==> src/rtl/clkout_ctrl_pkg.sv <==
package clkout_ctrl_pkg;

    localparam int REG_W = 8;

    // Only the disable bit, the switching mode bit and the speed field are writable.
    localparam logic [REG_W-1:0] WRITE_MASK = 8'h8F;

    typedef enum logic [2:0] {
        PM_HIGH     = 3'd0,
        PM_MEDIUM   = 3'd1,
        PM_SUBACT   = 3'd2,
        PM_SLEEP    = 3'd3,
        PM_SUBSLEEP = 3'd4,
        PM_SWSTBY   = 3'd5,
        PM_WATCH    = 3'd6,
        PM_UNUSED   = 3'd7
    } pmode_e;

    typedef struct packed {
        logic       out_off;
        logic [2:0] rsvd;
        logic       switch_now;
        logic [2:0] speed;
    } ctrl_reg_t;

    typedef enum logic [1:0] {
        PIN_HIZ   = 2'd0,
        PIN_HIGH  = 2'd1,
        PIN_CLOCK = 2'd2
    } pin_sel_e;

    function automatic logic mode_runs_clock(input logic [2:0] mode);
        return (mode <= PM_SUBSLEEP);
    endfunction

    function automatic pin_sel_e pick_pin(input logic hw, input logic [2:0] mode,
                                          input logic off);
        if (hw)
            return PIN_HIZ;
        else if (mode_runs_clock(mode) && !off)
            return PIN_CLOCK;
        else
            return PIN_HIGH;
    endfunction

endpackage

==> src/rtl/ckoc_reg.sv <==
module ckoc_reg
    import clkout_ctrl_pkg::*;
(
    input  logic             clk,
    input  logic             rst,
    input  logic             hw_standby,
    input  logic             wr_en,
    input  logic [REG_W-1:0] wr_data,
    output ctrl_reg_t        ctrl_q
);

    ctrl_reg_t ctrl_d;

    always_comb begin
        ctrl_d = ctrl_q;
        if (wr_en)
            ctrl_d = ctrl_reg_t'(wr_data & WRITE_MASK);
    end

    always_ff @(posedge clk) begin
        if (rst || hw_standby)
            ctrl_q <= '0;
        else
            ctrl_q <= ctrl_d;
    end

endmodule

==> src/rtl/ckoc_pin_gate.sv <==
module ckoc_pin_gate
    import clkout_ctrl_pkg::*;
(
    input  logic       clk,
    input  logic       rst,
    input  logic       hw_standby,
    input  logic [2:0] pmode,
    input  logic       out_off,
    input  logic       src_clk,
    output logic       pin_out,
    output logic       pin_oe
);

    pin_sel_e sel_q;

    // Standby floats the pin even while reset is held.
    always_ff @(posedge clk) begin
        if (hw_standby)
            sel_q <= PIN_HIZ;
        else if (rst)
            sel_q <= PIN_HIGH;
        else
            sel_q <= pick_pin(1'b0, pmode, out_off);
    end

    assign pin_oe  = (sel_q != PIN_HIZ);
    assign pin_out = (sel_q == PIN_CLOCK) ? src_clk : 1'b1;

endmodule

==> src/rtl/ckoc_mult_commit.sv <==
module ckoc_mult_commit #(
    parameter int MULT_W = 3
) (
    input  logic              clk,
    input  logic              rst,
    input  logic              hw_standby,
    input  logic              switch_now,
    input  logic              lp_entry,
    input  logic [MULT_W-1:0] pend_mult,
    output logic [MULT_W-1:0] mult_q
);

    logic load;

    assign load = switch_now || lp_entry;

    always_ff @(posedge clk) begin
        if (rst || hw_standby)
            mult_q <= '0;
        else if (load)
            mult_q <= pend_mult;
    end

endmodule

==> src/rtl/clkout_mult_ctrl.sv <==
module clkout_mult_ctrl
    import clkout_ctrl_pkg::*;
#(
    parameter int MULT_W = 3
) (
    input  logic              clk,
    input  logic              rst,
    input  logic              hw_standby,
    input  logic [2:0]        pmode,
    input  logic              lp_entry,
    input  logic              wr_en,
    input  logic [7:0]        wr_data,
    output logic [7:0]        rd_data,
    input  logic              src_clk,
    input  logic [MULT_W-1:0] pend_mult,
    output logic              pin_out,
    output logic              pin_oe,
    output logic [MULT_W-1:0] mult_active
);

    ctrl_reg_t ctrl_q;

    ckoc_reg u_reg (
        .clk        (clk),
        .rst        (rst),
        .hw_standby (hw_standby),
        .wr_en      (wr_en),
        .wr_data    (wr_data),
        .ctrl_q     (ctrl_q)
    );

    ckoc_pin_gate u_gate (
        .clk        (clk),
        .rst        (rst),
        .hw_standby (hw_standby),
        .pmode      (pmode),
        .out_off    (ctrl_q.out_off),
        .src_clk    (src_clk),
        .pin_out    (pin_out),
        .pin_oe     (pin_oe)
    );

    ckoc_mult_commit #(.MULT_W(MULT_W)) u_mult (
        .clk        (clk),
        .rst        (rst),
        .hw_standby (hw_standby),
        .switch_now (ctrl_q.switch_now),
        .lp_entry   (lp_entry),
        .pend_mult  (pend_mult),
        .mult_q     (mult_active)
    );

    assign rd_data = ctrl_q;

endmodule

==> config.mk <==
export PLATFORM = sky130hd
export DESIGN_NAME = clkout_mult_ctrl
export DESIGN_NICKNAME = d
export VERILOG_FILES = /design/src/rtl/clkout_ctrl_pkg.sv /design/src/rtl/ckoc_reg.sv /design/src/rtl/ckoc_pin_gate.sv /design/src/rtl/ckoc_mult_commit.sv /design/src/rtl/clkout_mult_ctrl.sv
export SDC_FILE = /design/constraint.sdc
export NUM_CORES = 1
export LEC_CHECK = 0
export BUFFER_PORTS_ARGS = -buffer_cell sky130_fd_sc_hd__buf_2
export CAP_MARGIN = 5
export CORE_AREA = 2 2 39 41
export DETAILED_ROUTE_END_ITERATION = 8
export DIE_AREA = 0 0 41 43
export GPL_TIMING_DRIVEN = 0
export PLACE_DENSITY = 0.67
export SLEW_MARGIN = 20
export SYNTH_ARGS = -nofsm -noshare
export SYNTH_HDL_FRONTEND = slang
export SYNTH_SLANG_ARGS = --single-unit
==> constraint.sdc <==
create_clock -name clk -period 0.9 [get_ports clk]
set_input_delay 0.045 -clock clk [delete_from_list [all_inputs] [get_ports clk]]
set_output_delay 0.045 -clock clk [all_outputs]
set_load 0.01 [all_outputs]
==> results.md <==
Logic synthesis:
- The share of flip-flops with an asynchronous set or reset after synthesis is 0%.
- Averaged over all synthesized cells, the footprint is 9.48 µm².
- Synthesis produced 45 cells.
- The count of unique library cells instantiated by Yosys is 16.
- The synthesized design contains 10 register bits.
- Counting flops with a built-in enable in the synthesized netlist gives 0.
- Summing the sequential cell areas from Yosys gives 46.9% of the chip area.
- After synthesis the cells add up to 427 µm².
- The primary flip-flop cell chosen by synthesis mapping is sky130_fd_sc_hd__dfxtp_1.
- For this run, the number of Yosys warnings is 0.

Clock tree:
- The clock tree from TritonCTS is yes.
- The maximum buffer depth of the clock tree is 2.
- After clock tree synthesis, the clock-pin slew on the worst setup and hold paths is 0.07 ns.
- The later pin in the worst-skew pair is clocked with a latency of 0.26 ns.
- The root buffer cell chosen for the clock tree is sky130_fd_sc_hd__clkbuf_4.
- The number of levels in the clock H-tree is 1.
- The CTS buffer count is 3.
- The total clock sinks is 10.

Placement:
- The post-place setup slack is -0.0417 ns.
- After detailed placement, the total cell area comes to 579 µm².
- Routability-driven placement finished with a final weighted congestion of 0.613.
- The count of buffers added on input and output ports is 25.
- The detailed placement HPWL is 620 µm.

Routing:
- After detailed routing, the number of remaining DRC violations is 0.
- The via count of the routed design is 404.
- The violation count after the first detailed-route iteration is 1.
- After detailed routing, the number of vias per cell comes to 4.25.
- The number of antenna-violating nets in the routed design is 0.
- The total wire length is 856 µm.
- Before antenna repair, the detailed router went through 2 iterations.
- The final routed wire length divided by cell count is 9.01 µm.

Global route:
- Entering global routing, the biggest net connects 10 pins.
- The first global-routing pass estimated 1.37 mm of wire.
- The number of global-route vias before repair is 348.
- The overall fraction of global-route tracks in use is 11.5%.
- Global routing finished with a remaining overflow of 0.
- The initial antenna violation count came to 0.

Setup path:
- At the worst endpoint, the arrival time is 0.93 ns.
- The category of the critical setup timing path is reg -> out.
- Together, buffers and inverters on the worst path number 1.
- The largest fanout on the critical path is 2.
- On the worst path, the slowest cell contributes a delay of 0.31 ns.
- The family with the most delay on the worst path is flip-flops.
- STA classifies the critical path endpoint as an output pin.
- Traced cell by cell, the critical path runs through or2_4 > buf_6.
- The slowest cell on the critical path is sky130_fd_sc_hd__dfxtp_1.
- The launching element type of the critical path is a flip-flop.
- The data required time of the worst path is 0.85 ns.

Layout:
- 0 antenna diodes ended up in the layout.
- After routing the design area is 682 µm².
- Cells with a size suffix above 1 make up 58.2% of the layout.
- The layout overhead on the synthesized area is 59.8%.
- Cells fill 49.3% of the core in the end.
- After the last flow step, the layout net total stands at 100.

Floorplanning:
- 33 I/O pins were placed.
- The core area is 1380 µm².
- The full die area is 1760 µm².
- The cell row count is 14.
- For this configuration, the core starts out at a cell density of 30.8%.
- The die is 43 µm tall.
- The die span in x is 41 µm.

Timing:
- Setup repair after global routing could not meet its margin everywhere.
- The total count of max-transition violations in the final report is 0.
- The final hold violation count is 0.
- Dividing the final minimum period by the clock period gives 108%.
- The routed design could run at a clock period as short as 0.971 ns.
- The number of setup violations in the final report is 3.
- The final worst clock skew is 0.00221 ns.
- The highest attainable clock frequency is 1.03 GHz.
- The final critical-path setup slack is -0.0705 ns.

Outcome:
- The run finished, with violations left.
- The final reports fail on setup timing.

Power and ir drop:
- For this design the ratio of total power to cell area is 1500 nW/µm².
- The static leakage power is 0.344 nW.
- Across the VDD grid, the largest voltage drop is 0.622 mV.

Run:
- Across the run, the number of max-cap violations was 0.

Worst hold path:
- The path type of the worst min-delay path is in -> reg.
==> metrics by stage <==
step / setup TNS, ns / instances / total power [W] / hold WS (ns)
final: -0.0865 / 95 / 0.00102 / 0.0168
after global routing: -0.349 / 95 / 0.00108 / 0.0216
after CTS: -0.124 / 94 / 0.00103 / 0.00680
after detailed placement: -0.0927 / 88 / 0.000613 / 0.285
after global placement: -0.0265 / 88 / 0.000610 / 0.278
after floorplan: 0 / 47 / 0.000556 / 0.177
==> worst register-to-register path, cell delays in order, from the launching register on <==
cell	delay (ns)
sky130_fd_sc_hd__dfxtp_4	0.37
sky130_fd_sc_hd__or3b_1	0.36
sky130_fd_sc_hd__a21oi_2	0.12
==> power breakdown <==
| group | switching, W | internal (W) |
|---|---|---|
| logic | 0.0000650 | 0.0000934 |
| clock network | 0.000153 | 0.000245 |
| registers | 0.00000955 | 0.000459 |
==> layout by cell type, fill, tap and decap left out <==
master / netlist / routed
sky130_fd_sc_hd__inv_1: 1 / 1
sky130_fd_sc_hd__a21oi_2: 0 / 2
sky130_fd_sc_hd__o31a_1: 1 / 1
sky130_fd_sc_hd__or3b_4: 0 / 1
sky130_fd_sc_hd__o21a_1: 1 / 1
sky130_fd_sc_hd__or2_1: 1 / 1
sky130_fd_sc_hd__mux2i_1: 5 / 5
sky130_fd_sc_hd__or3b_1: 3 / 2
sky130_fd_sc_hd__buf_2: 2 / 24
sky130_fd_sc_hd__conb_1: 1 / 3
sky130_fd_sc_hd__dlygate4sd3_1: 0 / 1
sky130_fd_sc_hd__nor2_1: 6 / 6
sky130_fd_sc_hd__nand2_1: 1 / 1
sky130_fd_sc_hd__dfxtp_1: 10 / 7
sky130_fd_sc_hd__dfxtp_4: 0 / 1
sky130_fd_sc_hd__buf_6: 0 / 4
sky130_fd_sc_hd__o21ai_0: 3 / 3
sky130_fd_sc_hd__clkbuf_4: 0 / 3
sky130_fd_sc_hd__nor3_2: 1 / 1
sky130_fd_sc_hd__dfxtp_2: 0 / 2
sky130_fd_sc_hd__clkbuf_8: 0 / 1
sky130_fd_sc_hd__buf_4: 5 / 6
sky130_fd_sc_hd__a21oi_1: 3 / 1
sky130_fd_sc_hd__or2_4: 0 / 1
==> kinds of logic (layout without fill, tap and decap cells) <==
group                  after synthesis  after routing  share of synthesized area, %
DFF                                 10             10                          46.9
and+or+nand+nor                     13             13                          17.6
other                                1              3                         0.879
buffers and inverters                8             40                          12.0
AOI/OAI and AO/OA                    8              8                          10.8
muxes                                5              5                          11.7
==> per-layer routing <==
layer | share of wire, % | track usage [%] | wire [µm] | vias up
li1 | - | - | - | 212
met5 | 0 | 0 | 0 | -
met3 | 8.8 | 3.14 | 75 | 0
met1 | 42 | 12.4 | 358 | 174
met4 | 0 | 8.00 | 0 | 0
met2 | 49 | 18.1 | 422 | 18
==> sequential cells by signal, summed over array words and instances (netlist names) <==
| register | flops |
|---|---|
| u_reg.ctrl_q | 5 |
| u_gate.sel_q | 2 |
| u_mult.mult_q | 3 |
==> path summary, 6_finish.rpt <==
path / from / end / slack (ns) / cells past startpoint
min: wr_data[1] / u_reg.ctrl_q[1] / 0.02 / 3
max reg2reg: u_reg.ctrl_q[3] / u_mult.mult_q[0] / -0.01 / 2
max: u_gate.sel_q[0] / pin_oe / -0.07 / 2
min reg2reg: u_reg.ctrl_q[0] / u_reg.ctrl_q[0] / 0.50 / 2
==> layout make-up <==
| cell class | count | area [µm²] |
|---|---|---|
| plain buffers | 7 | 51.3 |
| multi-input cells | 29 | 195 |
| repair buffers | 28 | 169 |
| well taps | 16 | 20.0 |
| clock buffers | 4 | 36.3 |
| inverters | 1 | 3.75 |
| flip-flops and latches | 10 | 206 |
| fillers | 132 | 702 |
==> Yosys cell counts (all sizes together) (2+ instances only) <==
library cell | count | area [µm²]
or3b | 3 | 26.3
dfxtp | 10 | 200
mux2i | 5 | 50.1
buf | 7 | 47.6
or2 | 2 | 12.5
nor2 | 6 | 22.5
a21oi | 3 | 15.0
o21ai | 3 | 15.0
==> what timing repair did <==
item / CTS / global route
buffers inserted: 2 / 0
setup endpoints to repair: 6 / 7
gates resized for setup: 8 / 4
pin swaps: 7 / 3
hold endpoints to repair: 0 / 1
hold buffers: 0 / 1
Note: power is estimated with default switching activity, not from simulation.
